## src/rtl/irq_group_pkg.sv

```systemverilog
package irq_group_pkg;
  localparam int SRCS     = 4;
  localparam int LVL_W    = 3;
  localparam int WORD_W   = 16;
  localparam int DET_LSB  = 0;
  localparam int REQ_LSB  = DET_LSB + SRCS;
  localparam int EN_LSB   = REQ_LSB + SRCS;
  localparam int LVL_LSB  = EN_LSB + SRCS;
  localparam logic [LVL_W-1:0] LVL_PARKED = '1;

  typedef struct packed {
    logic [LVL_W-1:0] lvl;
    logic [SRCS-1:0]  en;
    logic [SRCS-1:0]  req;
  } grp_state_t;
endpackage

```

## src/rtl/irq_group_reg.sv

```systemverilog
module irq_group_reg
  import irq_group_pkg::*;
(
  input  logic              clk,
  input  logic              rst_n,
  input  logic              sel,
  input  logic [WORD_W-2:0] wdata,
  input  logic [SRCS-1:0]   pulse,
  output grp_state_t        state,
  output logic [WORD_W-1:0] rd_word,
  output logic              pending
);
  grp_state_t       st_q;
  logic [SRCS-1:0]  qual;
  logic [SRCS-1:0]  req_wr;
  logic [SRCS-1:0]  req_nx;
  logic [SRCS-1:0]  det;

  always_comb begin
    qual   = sel ? wdata[DET_LSB +: SRCS] : '0;
    req_wr = (st_q.req & ~qual) | (wdata[REQ_LSB +: SRCS] & qual);
    req_nx = req_wr | pulse;
  end

  always_ff @(posedge clk) begin
    if (!rst_n) begin
      st_q <= '0;
    end else begin
      st_q.req <= req_nx;
      if (sel) begin
        st_q.lvl <= wdata[LVL_LSB +: LVL_W];
        st_q.en  <= wdata[EN_LSB +: SRCS];
      end
    end
  end

  assign det     = st_q.en & st_q.req;
  assign pending = |det;
  assign state   = st_q;
  assign rd_word = {1'b0, st_q.lvl, st_q.en, st_q.req, det};
endmodule

```

## src/rtl/irq_group_resolve.sv

```systemverilog
module irq_group_resolve
  import irq_group_pkg::*;
#(
  parameter int NUM_GROUPS  = 18,
  parameter int FIRST_GROUP = 2,
  parameter int GNUM_W      = 5
)(
  input  logic [NUM_GROUPS-1:0]       pend,
  input  logic [NUM_GROUPS*LVL_W-1:0] lvl_flat,
  output logic                        win_valid,
  output logic [GNUM_W-1:0]           win_group,
  output logic [LVL_W-1:0]            win_level
);
  logic             found;
  logic [LVL_W-1:0] best_l;
  logic [GNUM_W-1:0] best_g;
  logic [LVL_W-1:0] lv;

  always_comb begin
    found  = 1'b0;
    best_l = LVL_PARKED;
    best_g = '0;
    lv     = '0;
    for (int g = 0; g < NUM_GROUPS; g++) begin
      lv = lvl_flat[g*LVL_W +: LVL_W];
      if (pend[g] && (lv != LVL_PARKED) && (!found || (lv < best_l))) begin
        found  = 1'b1;
        best_l = lv;
        best_g = GNUM_W'(g + FIRST_GROUP);
      end
    end
  end

  assign win_valid = found;
  assign win_group = best_g;
  assign win_level = best_l;
endmodule

```

## src/rtl/irq_group_bank.sv

```systemverilog
module irq_group_bank
  import irq_group_pkg::*;
#(
  parameter int NUM_GROUPS  = 18,
  parameter int FIRST_GROUP = 2,
  localparam int ADDR_W     = $clog2(NUM_GROUPS),
  localparam int GNUM_W     = $clog2(FIRST_GROUP + NUM_GROUPS),
  localparam int NSRC       = NUM_GROUPS * SRCS
)(
  input  logic                        clk,
  input  logic                        rst_n,
  input  logic [NSRC-1:0]             src_pulse,
  input  logic                        wr_en,
  input  logic [ADDR_W-1:0]           addr,
  input  logic [WORD_W-1:0]           wdata,
  output logic [WORD_W-1:0]           rdata,
  output logic [NUM_GROUPS-1:0]       grp_pending,
  output logic [NUM_GROUPS*LVL_W-1:0] grp_level,
  output logic                        win_valid,
  output logic [GNUM_W-1:0]           win_group,
  output logic [LVL_W-1:0]            win_level
);
  localparam logic [ADDR_W-1:0] LAST_ADDR = ADDR_W'(NUM_GROUPS - 1);

  logic [WORD_W-1:0] words [NUM_GROUPS];
  grp_state_t        st    [NUM_GROUPS];
  logic [NSRC-1:0]   req_all;
  logic [NSRC-1:0]   en_all;

  for (genvar g = 0; g < NUM_GROUPS; g++) begin : g_grp
    logic sel;
    assign sel = wr_en && (addr == ADDR_W'(g));
    irq_group_reg u_reg (
      .clk     (clk),
      .rst_n   (rst_n),
      .sel     (sel),
      .wdata   (wdata[WORD_W-2:0]),
      .pulse   (src_pulse[g*SRCS +: SRCS]),
      .state   (st[g]),
      .rd_word (words[g]),
      .pending (grp_pending[g])
    );
    assign grp_level[g*LVL_W +: LVL_W] = st[g].lvl;
    assign req_all[g*SRCS +: SRCS]     = st[g].req;
    assign en_all[g*SRCS +: SRCS]      = st[g].en;
  end

  always_comb begin
    rdata = '0;
    if (addr <= LAST_ADDR) rdata = words[addr];
  end

  irq_group_resolve #(
    .NUM_GROUPS  (NUM_GROUPS),
    .FIRST_GROUP (FIRST_GROUP),
    .GNUM_W      (GNUM_W)
  ) u_resolve (
    .pend      (grp_pending),
    .lvl_flat  (grp_level),
    .win_valid (win_valid),
    .win_group (win_group),
    .win_level (win_level)
  );
endmodule

```

## config.mk

```make
export PLATFORM = sky130hd
export DESIGN_NAME = irq_group_bank
export DESIGN_NICKNAME = d
export VERILOG_FILES = /design/src/rtl/irq_group_pkg.sv /design/src/rtl/irq_group_reg.sv /design/src/rtl/irq_group_resolve.sv /design/src/rtl/irq_group_bank.sv
export SDC_FILE = /design/constraint.sdc
export NUM_CORES = 1
export LEC_CHECK = 0
export ABC_AREA = 1
export CAP_MARGIN = 10
export CORE_MARGIN = 8
export CORE_UTILIZATION = 55
export CTS_CLUSTER_SIZE = 12
export DETAILED_ROUTE_END_ITERATION = 8
export PLACE_DENSITY = 0.75
export SLEW_MARGIN = 20
export SYNTH_ARGS = -nofsm -noshare
export SYNTH_HDL_FRONTEND = slang
export SYNTH_HIERARCHICAL = 1
export SYNTH_SLANG_ARGS = --single-unit
```

## constraint.sdc

```tcl
create_clock -name clk -period 32.7 [get_ports clk]
set_input_delay 3.27 -clock clk [delete_from_list [all_inputs] [get_ports clk]]
set_output_delay 3.27 -clock clk [all_outputs]
set_load 0.01 [all_outputs]
```

== Yosys cells after proc, flatten, opt, wreduce, memory -nomap -nowiden ==
Cells that the tools add are included.

* Memories kept: 0
* Bits of input ports: 96
* Logic and storage cells: 399
* Flip-flop bits (word level): 198
* ROM bits: 0
* Output and inout bits: 97
* Memory bits (writable): 0
* Bits in latches: 0

* Magnitude comparators: 19
* Shift operators: 0
* Equality and inequality tests: 35
* Multipliers: 0
* Reduce and logical (&&, ||, !) cells: 106
* Bitwise logic cells: 109
* Mux-type cells: 76
* $add $sub $neg: 0
* Divide/modulo/power cells: 0

{| class="wikitable"
|+ Operator list
! operator !! number
|-
| bitwise AND 4 bit || 54
|-
| OR 4 bit || 36
|-
| 2-to-1 mux 4 bit || 26
|-
| binary-select mux 16 bit (select 5 bit) || 1
|-
| inverter 4 bit || 18
|-
| OR reduction 4 bit || 18
|-
| 2-to-1 mux 3 bit || 22
|-
| != test 3 bit (second input constant) || 18
|-
| logical AND 1 bit || 53
|-
| < comparator 3 bit || 17
|-
| 2-to-1 mux 16 bit || 3
|-
| equality test 5 x 4 -> 1 bit (second input constant) || 8
|-
| equality test 5 x 3 -> 1 bit (second input constant) || 4
|-
| 2-to-1 mux 5 bit || 4
|-
| 2-to-1 mux 1 bit || 18
|-
| logical NOT 1 bit || 17
|-
| logical OR 1 bit || 17
|-
| equality test 5 x 2 -> 1 bit (second input constant) || 2
|-
| equality test 5 bit (second input constant) || 2
|-
| greater-or-equal comparator 6 bit (second input constant) || 1
|-
| inverter 5 -> 6 bit || 1
|-
| equality test 5 x 1 -> 1 bit (second input constant) || 1
|-
| less-or-equal comparator 5 bit (second input constant) || 1
|-
| logical NOT 5 bit || 1
|-
| 2-to-1 mux 2 bit || 2
|}

== Longest topological paths before layout ==
Gate-level depths: netlist (run 1).

* Depth in word-level cells: 72
* Mapped depth: 157
* Gate-level depth less buffers: 157

== By module ==
Netlist (run 1), hierarchy kept.

{| class="wikitable"
|+ Modules (own cells, without submodules)
! module !! sequential area each (um^2) !! cells an instance !! instances !! area each (um^2)
|-
| irq_group_reg || 220.2 || 85 || 18 || 609.3
|-
| irq_group_bank || 0.0 || 861 || 1 || 3455.8
|-
| irq_group_resolve || 0.0 || 532 || 1 || 2580.0
|}

== Worst setup path after synthesis (run 1) ==
Ideal clock, no wire load.

* Path kind: register to output
* Start point: register g_grp[0].u_reg.st_q (netlist bit g_grp[0].u_reg/rd_word[7])
* End point: output port win_level[1]
* Path slack: 14600 ps
* Stages on the path, launching flop included: 137
* Data arrival time: 14830 ps
* Cell sequence: dfxtp_1 nand2_1 nand4_1 inv_1 nor2_1 ha_1 inv_1 a21oi_1 nand2_1 nand2_1 nand2_2 nand2_2 nand2_1 o21ai_0 ha_1 nand2_1 clkinv_1 nand2_1 (+101 left out) a21oi_1 nand2_1 nand2_2 nand2_2 o21ai_1 ha_1 a21oi_1 nand2_1 nand2_2 nand2_4 o21ai_0 ha_1 a21oi_1 nand2_2 nand2_4 nand2_2 nand2_1 nand2_1

* Longest elaborated chain between the ends: 72
* Elaborated cells between the ends (all ways): 106
* Classes of those cells: 17 x order compare; 35 x mux; 1 x bitwise; 53 x reduce/logical

{| class="wikitable"
|+ RTL lines
! item !! line !! source
|-
| start, declared || irq_group_reg.sv:13 || <nowiki>grp_state_t st_q;</nowiki>
|-
| bitwise AND 4 bit (*) || irq_group_reg.sv:37 || <nowiki>assign det = st_q.en & st_q.req;</nowiki>
|-
| OR reduction 4 bit (*) || irq_group_reg.sv:38 || <nowiki>assign pending = |det;</nowiki>
|-
| named net grp_pending[0] || irq_group_bank.sv:17 || <nowiki>output logic [NUM_GROUPS-1:0] grp_pending,</nowiki>
|-
| logical AND 1 bit (*) || irq_group_resolve.sv:26 || <nowiki>if (pend[g] && (lv != LVL_PARKED) && (!found || (lv < best_l))) begin</nowiki>
|-
| 2-to-1 mux 3 bit / 2-to-1 mux 1 bit (equally long branches) || irq_group_resolve.sv:26 ||
|-
| < comparator 3 bit / logical NOT 1 bit (equally long branches) || irq_group_resolve.sv:26 ||
|-
| logical OR 1 bit || irq_group_resolve.sv:26 ||
|-
| logical AND 1 bit || irq_group_resolve.sv:26 ||
|-
| (+57 left out) || n/a ||
|-
| < comparator 3 bit / logical NOT 1 bit (equally long branches) || irq_group_resolve.sv:26 ||
|-
| logical OR 1 bit || irq_group_resolve.sv:26 ||
|-
| logical AND 1 bit || irq_group_resolve.sv:26 ||
|-
| 2-to-1 mux 3 bit / 2-to-1 mux 1 bit (equally long branches) || irq_group_resolve.sv:26 ||
|-
| < comparator 3 bit / logical NOT 1 bit (equally long branches) || irq_group_resolve.sv:26 ||
|-
| logical OR 1 bit || irq_group_resolve.sv:26 ||
|-
| logical AND 1 bit || irq_group_resolve.sv:26 ||
|-
| 2-to-1 mux 3 bit (*) || irq_group_resolve.sv:26 ||
|-
| end, declared || irq_group_bank.sv:21 || <nowiki>output logic [LVL_W-1:0] win_level</nowiki>
|}

The timed path passes the listed nets; every way through them passes the cells marked *.

== Worst setup path after layout (run 1) ==
* Start point: register g_grp[0].u_reg.st_q (netlist bit g_grp[0].u_reg/rd_word[5])
* End point: output port win_group[1]

* Longest elaborated chain between the ends: 72
* Elaborated cells between the ends (all ways): 123
* Classes of those cells: 17 x order compare; 52 x mux; 1 x bitwise; 53 x reduce/logical

{| class="wikitable"
|+ RTL lines
! item !! line !! source
|-
| bitwise AND 4 bit (*) || irq_group_reg.sv:37 ||
|-
| OR reduction 4 bit (*) || irq_group_reg.sv:38 ||
|-
| logical AND 1 bit (*) || irq_group_resolve.sv:26 ||
|-
| 2-to-1 mux 3 bit / 2-to-1 mux 1 bit (equally long branches) || irq_group_resolve.sv:26 ||
|-
| < comparator 3 bit / logical NOT 1 bit (equally long branches) || irq_group_resolve.sv:26 ||
|-
| logical OR 1 bit || irq_group_resolve.sv:26 ||
|-
| logical AND 1 bit || irq_group_resolve.sv:26 ||
|-
| 2-to-1 mux 3 bit / 2-to-1 mux 1 bit (equally long branches) || irq_group_resolve.sv:26 ||
|-
| (+56 left out) || n/a ||
|-
| < comparator 3 bit / logical NOT 1 bit (equally long branches) || irq_group_resolve.sv:26 ||
|-
| logical OR 1 bit || irq_group_resolve.sv:26 ||
|-
| logical AND 1 bit || irq_group_resolve.sv:26 ||
|-
| 2-to-1 mux 3 bit / 2-to-1 mux 1 bit (equally long branches) || irq_group_resolve.sv:26 ||
|-
| < comparator 3 bit / logical NOT 1 bit (equally long branches) || irq_group_resolve.sv:26 ||
|-
| logical OR 1 bit || irq_group_resolve.sv:26 ||
|-
| logical AND 1 bit || irq_group_resolve.sv:26 ||
|-
| 2-to-1 mux 5 bit (*) || irq_group_resolve.sv:26 ||
|-
| end, declared || irq_group_bank.sv:20 || <nowiki>output logic [GNUM_W-1:0] win_group,</nowiki>
|}

Mark *: on every way between the ends. The rest lies on a longest branch, timed or not.

==> run summary, run 1 <==
worst vdd ir: 0.0000301 V
Hold WC Path Type: reg -> reg
Design Power: 0.599 mW
Routed wire per std cell: 16.7 µm
Post-DP Area: 17,200 µm²
num ports: 193
CTS buffer count: 17
nets@finish: 2,963
setup tns final: 0 ns
Crit path required time: 29.43 ns
hold path start: g_grp[3].u_reg/rd_word[10]
CTS tree: built
gpl congestion: 0.963
Clock power frac: 36.5%
Sw Ratio: 34.1%
die area: 34,700 µm²
LEAKAGE: 10.2 nW
logic gate share of total power: 20.4%
CP peak stage delay: 0.54 ns
CP Buf/Inv Count: 16
Post-route DRC: 0
reg2reg end: g_grp[2].u_reg/rd_word[13]
final worst path period share: 70.6%
critical path data arrival time: 19.83 ns
post-route insts no fill: 3,244
GRT Util Overall: 30.9%
Setup Fix Bufs, Post-CTS: 0
Worst R2R Path Depth: 2
first-pass GRT wire length: 84,200 µm
PwrDens: 33.7 nW/µm²
most used cell, CP: nand2_1
grt ovf: 0
fin crit period: 23.10 ns
row cnt: 62
H-tree depth: 4
Syn Inst Count: 2,779
crit end category: output pin
Final Skew: 0 ns
CTS sink count: 198
final instance area: 17,700 µm²
area grow syn2layout: 11.5%
Finish-stage setup viols: 0
placed cells: 3,212
routed vias: 17,146
Final ANT Viol Nets: 0
top cell family by delay on the critical path: simple AND/OR/NAND/NOR gates
ant diodes: 0
Fmax: 43.3 MHz
Flop pwr share: 43.1%
Synth Cell Area: 15,900 µm²
WS Path Type: reg -> out
final hold slack: 0.537 ns
yosys warns: 6
layout cells sized above 1: 7.97%
Place WS: 10.73 ns
total wire length: 54,300 µm
PortBufs: 190
internal power: 0.395 mW
crit path max fanout: 10
Clock Latency Late Sink: 0.46 ns
Die Ht: 186 µm
Via density: 5.29
Max Root-Sink Buffers: 2
Fin. Hold Viols: 0
final worst slack: 9.60 ns
initial antenna violation count: 0
max-cap viol count: 0
largest net degree at the start of global routing: 115
worst-margin pin slew: 1.24 ns
max FFs per register: 198
CP startpoint kind: flip-flop
Root Buffer: clkbuf_16
FF-to-FF Start: g_grp[2].u_reg/rd_word[13]
Avg Cell Area, Syn: 5.73 µm²
Die Width: 186 µm
HPWL reported at the end of detailed placement: 38,300 µm
Pins Over Slew Limit: 0
Util after Layout: 62.0%
Pre-Repair DR Iteration Count: 6
DRT iter0 DRCs: 1,916
clock slew at reported path FFs: 0.09 ns
vias in the first global route: 15,601
post_cts resized: 0
slew margin rel.: 17.2%
Crit-path slowest cell: o21ai_0
hold path endpoint: g_grp[3].u_reg/rd_word[10]
core area: 28,600 µm²
Sw Pwr: 0.204 mW
syn_nets: 2,895
RSZ-0062 raised after global routing: false
hold-fix buffers at CTS: 0
Initial Util: 55.6%
hold path cells: 2
status: complete, no violations
R2R Setup Slk: 31.86 ns
[area by class of cell]
type	count	area, µm²
clock buffer	17	425
multi-input combinational	2044	9250
inverter	376	1440
sequential	198	3960
tap	384	480
clock inverter	15	178
fill	2876	10900
timing repair buffer	210	2010
[power groups by stage]
| stage | combinational, mW | sequential [mW] | clock, mW |
|---|---|---|---|
| 3_5_place_dp | 0.118 | 0.263 | 0 |
| 3_3_place_gp | 0.116 | 0.263 | 0 |
| 2_1_floorplan | 0.0748 | 0.260 | 0 |
| 6_report | 0.122 | 0.258 | 0.219 |
| 4_1_cts | 0.119 | 0.258 | 0.220 |
| 5_1_grt | 0.134 | 0.259 | 0.229 |
[cells in the final DEF, fill, tap and decap left out, types with 4 or more instances in the layout]
cell type           n
nand2_1          1187
inv_1             355
nor2_1            303
dfxtp_1           198
clkdlybuf4s50_1   181
nand3_1           160
o21ai_0           145
nand3_2           109
nand2_2            24
buf_4              22
nand4_1            21
ha_1               20
o21ai_1            18
conb_1             18
nand2_4            18
clkbuf_16          17
clkinv_1           12
clkinv_8            7
buf_2               7
a21oi_1             7
inv_6               6
inv_2               5
o31ai_1             4
[worst reg2reg max path: cells and delay by family (launching register included)]
family / cells / cell delay (ns)
AO/OA/AOI/OAI: 1 / 0.14
flip-flops: 1 / 0.48
AND/OR/NAND/NOR: 1 / 0.16
[how the worst max path moves through the flow]
stage	from	end	slack [ns]	depth (start not counted)
floorplan	g_grp[0].u_reg/rd_word[7]	win_level[1]	14.61	136
CTS	g_grp[0].u_reg/rd_word[5]	win_group[4]	10.12	137
detailed placement	g_grp[0].u_reg/rd_word[5]	win_group[4]	10.73	137
global route	g_grp[0].u_reg/rd_word[5]	win_group[1]	8.23	137
finish	g_grp[0].u_reg/rd_word[5]	win_group[1]	9.60	135
global placement	g_grp[0].u_reg/rd_word[5]	win_group[4]	11.21	135
[per-layer routing]
layer	track usage, %	share of wire, %	vias to the layer above
li1	-	-	8471
met1	41.6	44	7805
met2	48.7	44	764
met3	5.09	8.5	106
met4	12.6	3.9	0
met5	0	0	-
No activity file was read; power rests on OpenSTA's default activity.
==> inputs of run 2 (changes only) <==
CORE_UTILIZATION = 53   (was 55)
PLACE_DENSITY = 0.76   (was 0.75)
clock period = 19 ns   (was 32.7 ns; I/O delays follow)
==> run summary, run 2 (synthesis results as in run 1) <==
final worst path period share: 94.0%
DRT iter0 DRCs: 1,899
slew margin rel.: 14.3%
area grow syn2layout: 15.0%
row cnt: 63
die area: 35,800 µm²
grt ovf: 0
hold path endpoint: g_grp[14].u_reg/rd_word[10]
nets@finish: 3,004
Root Buffer: clkbuf_16
critical path data arrival time: 15.95 ns
Finish-stage setup viols: 0
core area: 29,600 µm²
GRT Util Overall: 28.9%
Die Width: 189 µm
FF-to-FF Start: g_grp[16].u_reg/rd_word[14]
hold path cells: 2
first-pass GRT wire length: 83,400 µm
Post-DP Area: 17,300 µm²
WS Path Type: reg -> out
worst vdd ir: 0.0000631 V
crit end category: output pin
fin crit period: 17.85 ns
Crit path required time: 17.10 ns
clock slew at reported path FFs: 0.09 ns
PortBufs: 190
HPWL reported at the end of detailed placement: 38,100 µm
hold-fix buffers at CTS: 0
routed vias: 17,482
crit path max fanout: 7
Via density: 5.31
Worst R2R Path Depth: 2
max-cap viol count: 0
Post-route DRC: 0
layout cells sized above 1: 10.7%
commonest non-fill, non-tap cells in the layout: nand2_1, inv_1, nor2_1, dfxtp_1, clkdlybuf4s50_1
worst-margin pin slew: 1.28 ns
CTS buffer count: 17
hold path start: g_grp[14].u_reg/rd_word[10]
num ports: 193
H-tree depth: 4
CP peak stage delay: 0.34 ns
reg2reg end: g_grp[16].u_reg/rd_word[14]
R2R Setup Slk: 18.15 ns
CP startpoint kind: flip-flop
total wire length: 54,100 µm
Crit-path slowest cell: dfxtp_2
initial antenna violation count: 0
Pins Over Slew Limit: 0
Initial Util: 53.7%
Pre-Repair DR Iteration Count: 7
Routed wire per std cell: 16.4 µm
Design Power: 1.05 mW
CTS tree: built
fill count: 2,908
final instance area: 18,300 µm²
Final Skew: 0 ns
Max Root-Sink Buffers: 2
most used cell, CP: nand2_1
most common cell after layout, fill and taps aside: nand2_1
Final ANT Viol Nets: 0
Clock Latency Late Sink: 0.45 ns
CTS sink count: 198
gpl congestion: 0.958
Die Ht: 189 µm
largest net degree at the start of global routing: 112
PwrDens: 57.3 nW/µm²
max FFs per register: 198
Fin. Hold Viols: 0
Hold WC Path Type: reg -> reg
status: complete, no violations
Fmax: 56.0 MHz
ant diodes: 0
vias in the first global route: 15,751
LEAKAGE: 10.5 nW
run 2: worst max-delay path: cells and delay by family (launching register included):
kind / cells / cell delay, ns
buffers and inverters: 22 / 1.62
adder cells (fa/ha/maj): 17 / 4.73
AO/OA/AOI/OAI: 18 / 1.53
flip-flops: 1 / 0.34
AND/OR/NAND/NOR: 100 / 7.29
run 2: worst max path at each step:
stage	start	endpoint	slack, ns	cells past startpoint
floorplan	g_grp[0].u_reg/rd_word[7]	win_level[1]	2.28	136
global placement	g_grp[0].u_reg/rd_word[5]	win_group[4]	0.35	139
detailed placement	g_grp[0].u_reg/rd_word[4]	win_group[4]	-0.32	141
CTS	g_grp[0].u_reg/rd_word[4]	win_group[4]	0.008	142
global route	g_grp[0].u_reg/rd_word[10]	win_group[2]	-0.26	158
finish	g_grp[0].u_reg/rd_word[7]	win_group[2]	1.15	157
run 2: metrics by stage:
step / util (%) / worst slack, ns / std cells / TNS, ns / hold WS, ns
final: 61.8 / 1.15 / 3291 / 0 / 0.539
after CTS: 60.4 / 0.00792 / 3271 / 0 / 0.536
after global placement: 58.4 / 0.348 / 3239 / 0 / 0.501
after floorplan: - / 2.28 / 2779 / 0 / 0.485
after global routing: 61.8 / -0.264 / 3291 / -1.81 / 0.570
after detailed placement: 58.4 / -0.318 / 3239 / -2.27 / 0.514
run 2: where the power goes:
part	internal [mW]	total [mW]	switching [mW]
logic	0.0809	0.221	0.141
registers	0.429	0.445	0.0154
clock network	0.190	0.383	0.193
run 2: cell type report:
type	instances	area, µm²	share of cell area [%]
Multi-Input combinational cell	2044	9480	51.8
Sequential cell	198	3970	21.7
Timing Repair Buffer	251	2320	12.7
Inverter	376	1440	7.87
Tap cell	390	488	2.67
Clock buffer	17	425	2.32
Clock inverter	15	176	0.964
run 2: metal layers:
layer | vias to the layer above | GRT usage [%] | share of wire [%]
met4 | 0 | 13.3 | 4.3
met1 | 7936 | 38.2 | 42
met3 | 125 | 4.99 | 9.0
met2 | 870 | 45.4 | 44
met5 | - | 0 | 0
li1 | 8551 | - | -
run 2: timing repair:
action / CTS / global route
buffers inserted: 0 / 20
gates resized for setup: 10 / 72
pin swaps: 0 / 19
gates cloned: 0 / 0
setup endpoints to repair: 8 / 8
==> inputs of run 3 (changes only) <==
TNS_END_PERCENT = 1   (was default)
==> results of run 3 <==
No change in the layout: final DEF, timing and power equal those of run 2.
